## src/rtl/crc7_pkg.sv

```systemverilog
// Package: shared constants for the CRC-7 packet checker.
// Assumes byte-wide command data and a generator whose top bit is set.
package crc7_pkg;
    localparam int          BYTE_W   = 8;
    localparam int          REM_W    = 7;
    localparam int          POLY_W   = REM_W + 1;
    localparam logic [7:0]  GEN_POLY = 8'h91;
endpackage

```

## src/rtl/crc7_byte_step.sv

```systemverilog
// crc7_byte_step: purely combinational fold of one data word into the
// running remainder. Bits are consumed lowest first. Each bit step XORs the
// generator in when bit 0 is set and then shifts right by one. The chain is
// unrolled by a generate loop, one stage per data bit.
// Assumes POLY has its top bit (bit REM_W) set.
module crc7_byte_step #(
    parameter int              DATA_W = crc7_pkg::BYTE_W,
    parameter int              REM_W  = crc7_pkg::REM_W,
    parameter logic [REM_W:0]  POLY   = crc7_pkg::GEN_POLY
) (
    input  logic [REM_W-1:0]  rem_in,
    input  logic [DATA_W-1:0] data_in,
    output logic [REM_W-1:0]  rem_out
);
    localparam int POLY_W = REM_W + 1;
    localparam int WORK_W = (DATA_W > POLY_W) ? DATA_W : POLY_W;

    logic [DATA_W:0][WORK_W-1:0] stage;
    logic [WORK_W-1:0]           poly_ext;

    // Seed the chain with remainder XOR data, both zero-extended.
    always_comb begin
        logic [WORK_W-1:0] rem_ext;
        logic [WORK_W-1:0] dat_ext;
        rem_ext                 = '0;
        rem_ext[REM_W-1:0]      = rem_in;
        dat_ext                 = '0;
        dat_ext[DATA_W-1:0]     = data_in;
        poly_ext                = '0;
        poly_ext[POLY_W-1:0]    = POLY;
        stage[0]                = rem_ext ^ dat_ext;
    end

    // One conditional-XOR-and-shift stage per data bit.
    for (genvar i = 0; i < DATA_W; i++) begin : g_bit
        logic [WORK_W-1:0] mixed;
        assign mixed        = stage[i][0] ? (stage[i] ^ poly_ext) : stage[i];
        assign stage[i+1]   = mixed >> 1;
    end

    // Remainder is the low REM_W bits of the final stage.
    assign rem_out = stage[DATA_W][REM_W-1:0];
endmodule

```

## src/rtl/crc7_accum.sv

```systemverilog
// crc7_accum: holds the running remainder of the current packet.
// A start pulse restarts it from zero. A data strobe folds one byte in and,
// if it comes with a start pulse, folds into a zero seed. Idle cycles hold.
module crc7_accum #(
    parameter int              DATA_W = crc7_pkg::BYTE_W,
    parameter int              REM_W  = crc7_pkg::REM_W,
    parameter logic [REM_W:0]  POLY   = crc7_pkg::GEN_POLY
) (
    input  logic              clk,
    input  logic              rst_n,
    input  logic              pkt_start,
    input  logic              byte_valid,
    input  logic [DATA_W-1:0] byte_data,
    output logic [REM_W-1:0]  rem
);
    logic [REM_W-1:0] rem_q;
    logic [REM_W-1:0] seed;
    logic [REM_W-1:0] rem_next;

    // Seed selection: a start pulse discards the previous packet's state.
    assign seed = pkt_start ? '0 : rem_q;

    crc7_byte_step #(.DATA_W(DATA_W), .REM_W(REM_W), .POLY(POLY)) u_step (
        .rem_in  (seed),
        .data_in (byte_data),
        .rem_out (rem_next)
    );

    // Remainder register: fold on data, clear on a lone start, else hold.
    always_ff @(posedge clk) begin
        if (!rst_n)          rem_q <= '0;
        else if (byte_valid) rem_q <= rem_next;
        else if (pkt_start)  rem_q <= '0;
    end

    assign rem = rem_q;

    // A lone start pulse leaves a zero remainder.
    assert_start_clears_R3: assert property (@(posedge clk) disable iff (!rst_n)
        (pkt_start && !byte_valid) |=> (rem_q == '0));

    // Without a strobe the remainder is held.
    assert_idle_holds_R1: assert property (@(posedge clk) disable iff (!rst_n)
        (!pkt_start && !byte_valid) |=> $stable(rem_q));
endmodule

```

## config.mk

```make
export PLATFORM = sky130hd
export DESIGN_NAME = crc7_accum
export DESIGN_NICKNAME = d
export VERILOG_FILES = /design/src/rtl/crc7_pkg.sv /design/src/rtl/crc7_byte_step.sv /design/src/rtl/crc7_accum.sv
export SDC_FILE = /design/constraint.sdc
export NUM_CORES = 1
export LEC_CHECK = 0
export BUFFER_PORTS_ARGS = -buffer_cell sky130_fd_sc_hd__buf_2
export CELL_PAD_IN_SITES_DETAIL_PLACEMENT = 1
export CELL_PAD_IN_SITES_GLOBAL_PLACEMENT = 1
export CORE_MARGIN = 2
export CORE_UTILIZATION = 33
export DETAILED_ROUTE_END_ITERATION = 6
export PLACE_DENSITY = 0.84
export SYNTH_ARGS = -nofsm -noshare
export SYNTH_HDL_FRONTEND = slang
export SYNTH_SLANG_ARGS = --single-unit
export TNS_END_PERCENT = 50
```

## constraint.sdc

```tcl
create_clock -name clk -period 1.8 [get_ports clk]
set_clock_uncertainty 0.05 [all_clocks]
set_input_delay 0.36 -clock clk [delete_from_list [all_inputs] [get_ports clk]]
set_output_delay 0.36 -clock clk [all_outputs]
set_load 0.005 [all_outputs]
```

Word level (Yosys, flattened, before mapping) --
Cells that the tools add are included.
Word-level totals: bits in read-only memories 0, output and inout port bits 7, RAM bits 0, memories 0, flip-flop bits (word level) 7, logic and storage cells 20, latch bits 0
Operators by class: bitwise gates (word level) 9, magnitude comparators 0, reductions and logical operators 0, $mul 0, equal/unequal tests 0, div/mod/pow operators 0, shifts and indexed selects 0, mux-type cells 10, $add $sub $neg 0
Operators with widths (count):
- $mux 8 | 8
- $not 2->3 | 7
- $mux 7 | 2
- $xor 7x8->8 | 1
- $not 3->3 | 1

Logic depth before layout (Yosys ltp) --
depth after elaboration 19, gate-level depth with buffers 5

Hierarchy --
Synthesis repeated with hierarchy kept, for this count alone.
Unflattened totals: cells, all modules 53, area, all modules 540.5 um^2
Modules (own cells, without submodules):
- crc7_accum | area each 339.1 um^2, sequential area each 140.1 um^2, instances 1, cells an instance 38
- crc7_byte_step | area each 201.4 um^2, sequential area each 0.0 um^2, instances 1, cells an instance 15

Least setup slack after synthesis --
Ideal clock, no wire load.
kind input-to-reg, from input byte_data[0], to register rem_q[3] (netlist: rem[3]), path slack 0.241 ns, arrival time 1.387 ns, stages 4, setup time 0.122 ns, path buffers 0, cells stage by stage xnor3_1 > and3_4 > o221a_1 > a221o_1
On the way: word-level cells in the longest chain between the ends 11
Ends and longest elaborated chain:
- start, declared | RTL line crc7_accum.sv:13 | input logic [DATA_W-1:0] byte_data,
- $xor 7x8->8 (*) | RTL line crc7_byte_step.sv:31 | stage[0] = rem_ext ^ dat_ext;
- $mux 8 (*) (7 in a row) | RTL line crc7_byte_step.sv:37 | assign mixed = stage[i][0] ? (stage[i] ^ poly_ext) : stage[i];
- $not 2->3 (no line) / $mux 8 (equally long branches)
- $mux 8 (*) | RTL line crc7_byte_step.sv:37
- $mux 7 (*) | RTL line crc7_accum.sv:32 | else if (byte_valid) rem_q <= rem_next;
- end signal, assigned | RTL line crc7_accum.sv:32
- end, declared | RTL line crc7_accum.sv:16 | logic [REM_W-1:0] rem_q;
Every way passes the cells marked *; elsewhere a longest branch is shown, timed or not. A chain may end at the register's enable or synchronous reset.

Worst setup path after layout --
Ends and elaborated chain as after synthesis.

==> parameters.txt <==
Parameter                              Value

Run status
  Outcome ... completed

GRT
  First-pass GRT wire length ... 2290 um
  GRT overflow ... 0
  Largest net degree at the start of global routing ... 14
  Number of antenna violations at the first check in global routing ... 0
  Total global-route track usage ... 0.169
  Number of global-route vias before repair ... 499

CTS
  Count of hold-fix buffers inserted at cts ... 0
  Clock latency of the later-clocked register in the worst-skew pair ... approximately 260 ps
  Num Clock Sinks ... 7
  Total setup buffers inserted after CTS ... 0
  Clock slew at reported path FFs ... 60 ps
  Max clock buf depth ... 2
  TritonCTS clock tree ... yes
  Total clock buffers created by CTS ... 3
  CTS-repair resized insts ... 0
  Level count of the clock H-tree ... 1
  Root cell of the clock tree ... sky130_fd_sc_hd__clkbuf_4

Worst setup path
  Critical Path Source Type ... input port
  Top fanout value on the critical path ... 3
  Required @ worst endpoint ... 1900 ps
  Type of element capturing the critical path ... flip-flop
  Critical path start-end classification ... in -> reg
  WP data arrival ... around 1600 ps

STA
  Final hold violations ... 0
  Share of the clock period used by the worst path after layout ... 0.808
  Total negative slack for setup checks ... 0 ps
  Post-layout worst setup margin ... around 350 ps
  Worst-Margin Slew ... 307 ps
  Total setup violations reported at the end of the flow ... 0
  Final-layout worst hold slack ... ~330 ps
  Shortest clock period the worst path allows after layout ... roughly 1500 ps
  RSZ-0062 raised after global routing ... false
  F_max ... 0.688 GHz
  Max-slew violation count ... 0
  Slew HR ... 0.794

Routing
  Count of TritonRoute iterations in the first routing pass ... 4
  DRT met1 WL ... ~620 um
  Final antenna-violating net count ... 0
  Vias ... about 530
  Detailed route wirelength on metal3 ... 78 um
  Number of vias per cell ... about 5.4
  Top Metal Used ... met4
  Average wire length per cell after detail routing ... 13.5 um
  Iter 0 DRT Violations ... 3
  DRT Wirelength ... between 1000 and 1500 um
  Detail Route met2 WL ... 609 um
  Final routed DRC violation total ... 0

Power and ir drop
  Pwr per Cell Area ... roughly 800 mW/mm^2
  Leakage power summed over all cells ... just under 0.3 nW
  Maximum vdd ir drop ... 0.000447 V

Finish
  Number of flip-flops under the largest register name ... 7
  Synthesis-to-layout area growth ... 25.2%
  Number of cells in the finished layout apart from fillers ... approximately 100
  Final net count ... 95
  # diodes ... 0
  Fraction of final layout cells with drive strength greater than 1 ... 0.268

Placed design
  Placed Cells ... 94
  Sum of net half-perimeters after detailed placement ... 1070 um
  Place WS ... approximately 69 ps
  Count of buffers from port buffering ... 18
  Final RePlAce weighted congestion ... about 0.74

Yosys
  Cells after Synth ... slightly above 60
  Count leader, synth ... sky130_fd_sc_hd__xnor2_1
  Top-area cell type share of the netlist area ... 0.267
  Number of flops mapped to enable cells by yosys ... 0
  Average cell area after synthesis ... roughly 8.6 um^2
  Largest area contributor in the netlist ... sky130_fd_sc_hd__dfxtp_1
  Post-Syn Area ... approximately 530 um^2
  Cell types occupying the most area after synthesis ... sky130_fd_sc_hd__dfxtp_1 27%, sky130_fd_sc_hd__xnor2_1 15%, sky130_fd_sc_hd__xnor3_1 13%
  Sequential fraction of the synthesis area ... 0.267
  Syn_nets ... 73
  List of most frequent post-synthesis cells ... 9 x sky130_fd_sc_hd__xnor2_1, 7 x sky130_fd_sc_hd__dfxtp_1, 7 x sky130_fd_sc_hd__nor2_1
  Total of warnings raised by yosys ... 0
  Distinct cell type count after synthesis ... 24
  Share of synthesized flip-flops with an asynchronous set or reset ... 0
  Number of synthesized register bits ... 7
  Most frequently used flop master after synthesis ... sky130_fd_sc_hd__dfxtp_1

Floorplanning
  Floorplan core area ... roughly 0.0015 mm^2
  Starting utilization of the core area ... 0.349
  Overall die height ... 43.9 um
  Area of the die ... approximately 0.0019 mm^2
  I/O pin total ... 19
  Width of the chip ... between 40 and 50 um
  Rows ... 14

Run
  Max-cap violation count ... 0

Worst hold path
  Hold crit path type ... in -> reg
[final timing paths]
kind                                        start                end  slack (ps)  cells after the start
worst max-delay path                 byte_data[0]  rem[3]$_SDFF_PN0_         350                      5
worst min register to register  rem[6]$_SDFF_PN0_  rem[6]$_SDFF_PN0_         440                      2
worst min-delay path                        rst_n  rem[0]$_SDFF_PN0_         330                      3
worst max register to register  rem[0]$_SDFF_PN0_  rem[3]$_SDFF_PN0_         420                      4
[worst max-delay path, stage by stage]
cell                      delay [ps]
sky130_fd_sc_hd__buf_2           100
sky130_fd_sc_hd__xnor3_1         410
sky130_fd_sc_hd__and3_4          200
sky130_fd_sc_hd__o221a_1         230
sky130_fd_sc_hd__a221o_1         250
[power by group]
group          total (W)  switching, W  internal [W]  leakage [nW]
Clock           0.000152     0.0000665     0.0000852        0.0150
Combinational   0.000184     0.0000841      0.000100         0.222
Sequential      0.000190     0.0000164      0.000173        0.0577
Total           0.000526      0.000167      0.000359         0.295
[logic make-up after synthesis]
group | count (synthesis) | share of synthesized area
simple gates | 21 | 0.202
flops | 7 | 0.267
xor+xnor | 13 | 0.295
compound gates | 16 | 0.207
buf+inv | 4 | 0.0286
[cells in the final DEF, fill, tap and decap left out]
cell type,n
sky130_fd_sc_hd__nor2_1,7
sky130_fd_sc_hd__xnor2_1,9
sky130_fd_sc_hd__o21ai_0,4
sky130_fd_sc_hd__o21a_1,2
sky130_fd_sc_hd__xor2_1,1
sky130_fd_sc_hd__clkbuf_4,3
sky130_fd_sc_hd__nor3b_1,1
sky130_fd_sc_hd__nand2_1,4
sky130_fd_sc_hd__a32oi_1,1
sky130_fd_sc_hd__clkbuf_1,1
sky130_fd_sc_hd__nor2b_1,2
sky130_fd_sc_hd__buf_2,18
sky130_fd_sc_hd__xnor3_1,3
sky130_fd_sc_hd__dfxtp_1,7
sky130_fd_sc_hd__nor3_1,2
sky130_fd_sc_hd__a211oi_1,2
sky130_fd_sc_hd__and3_4,1
sky130_fd_sc_hd__a21oi_1,3
sky130_fd_sc_hd__nand2b_1,1
sky130_fd_sc_hd__o22ai_1,1
sky130_fd_sc_hd__a21o_1,1
sky130_fd_sc_hd__inv_1,3
sky130_fd_sc_hd__o221a_1,1
sky130_fd_sc_hd__a221o_1,1
sky130_fd_sc_hd__nand3_1,1
sky130_fd_sc_hd__or3_1,2
[layout make-up]
cell class / count / area [um^2]
clock buffer: 4 / 26.3
fill: 201 / 848
inverter: 3 / 11.3
multi-input combinational: 50 / 370
sequential: 7 / 140
tap: 16 / 20.0
timing repair buffer: 18 / 90.1
[per-stage QoR]
step | area [um^2] | utilization | total power [W]
after floorplan | 526 | - | 0.000321
after global placement | 632 | 0.419 | 0.000372
after detailed placement | 632 | 0.419 | 0.000378
after CTS | 658 | 0.437 | 0.000538
after global routing | 658 | 0.437 | 0.000564
final | 658 | 0.437 | 0.000526
[routing by layer]
layer  track usage  up-vias
met5             0        -
met4        0.0727        0
met3        0.0750        4
met2         0.268       15
met1         0.197      246
li1              -      260
Note: power is estimated with default switching activity, not from simulation.
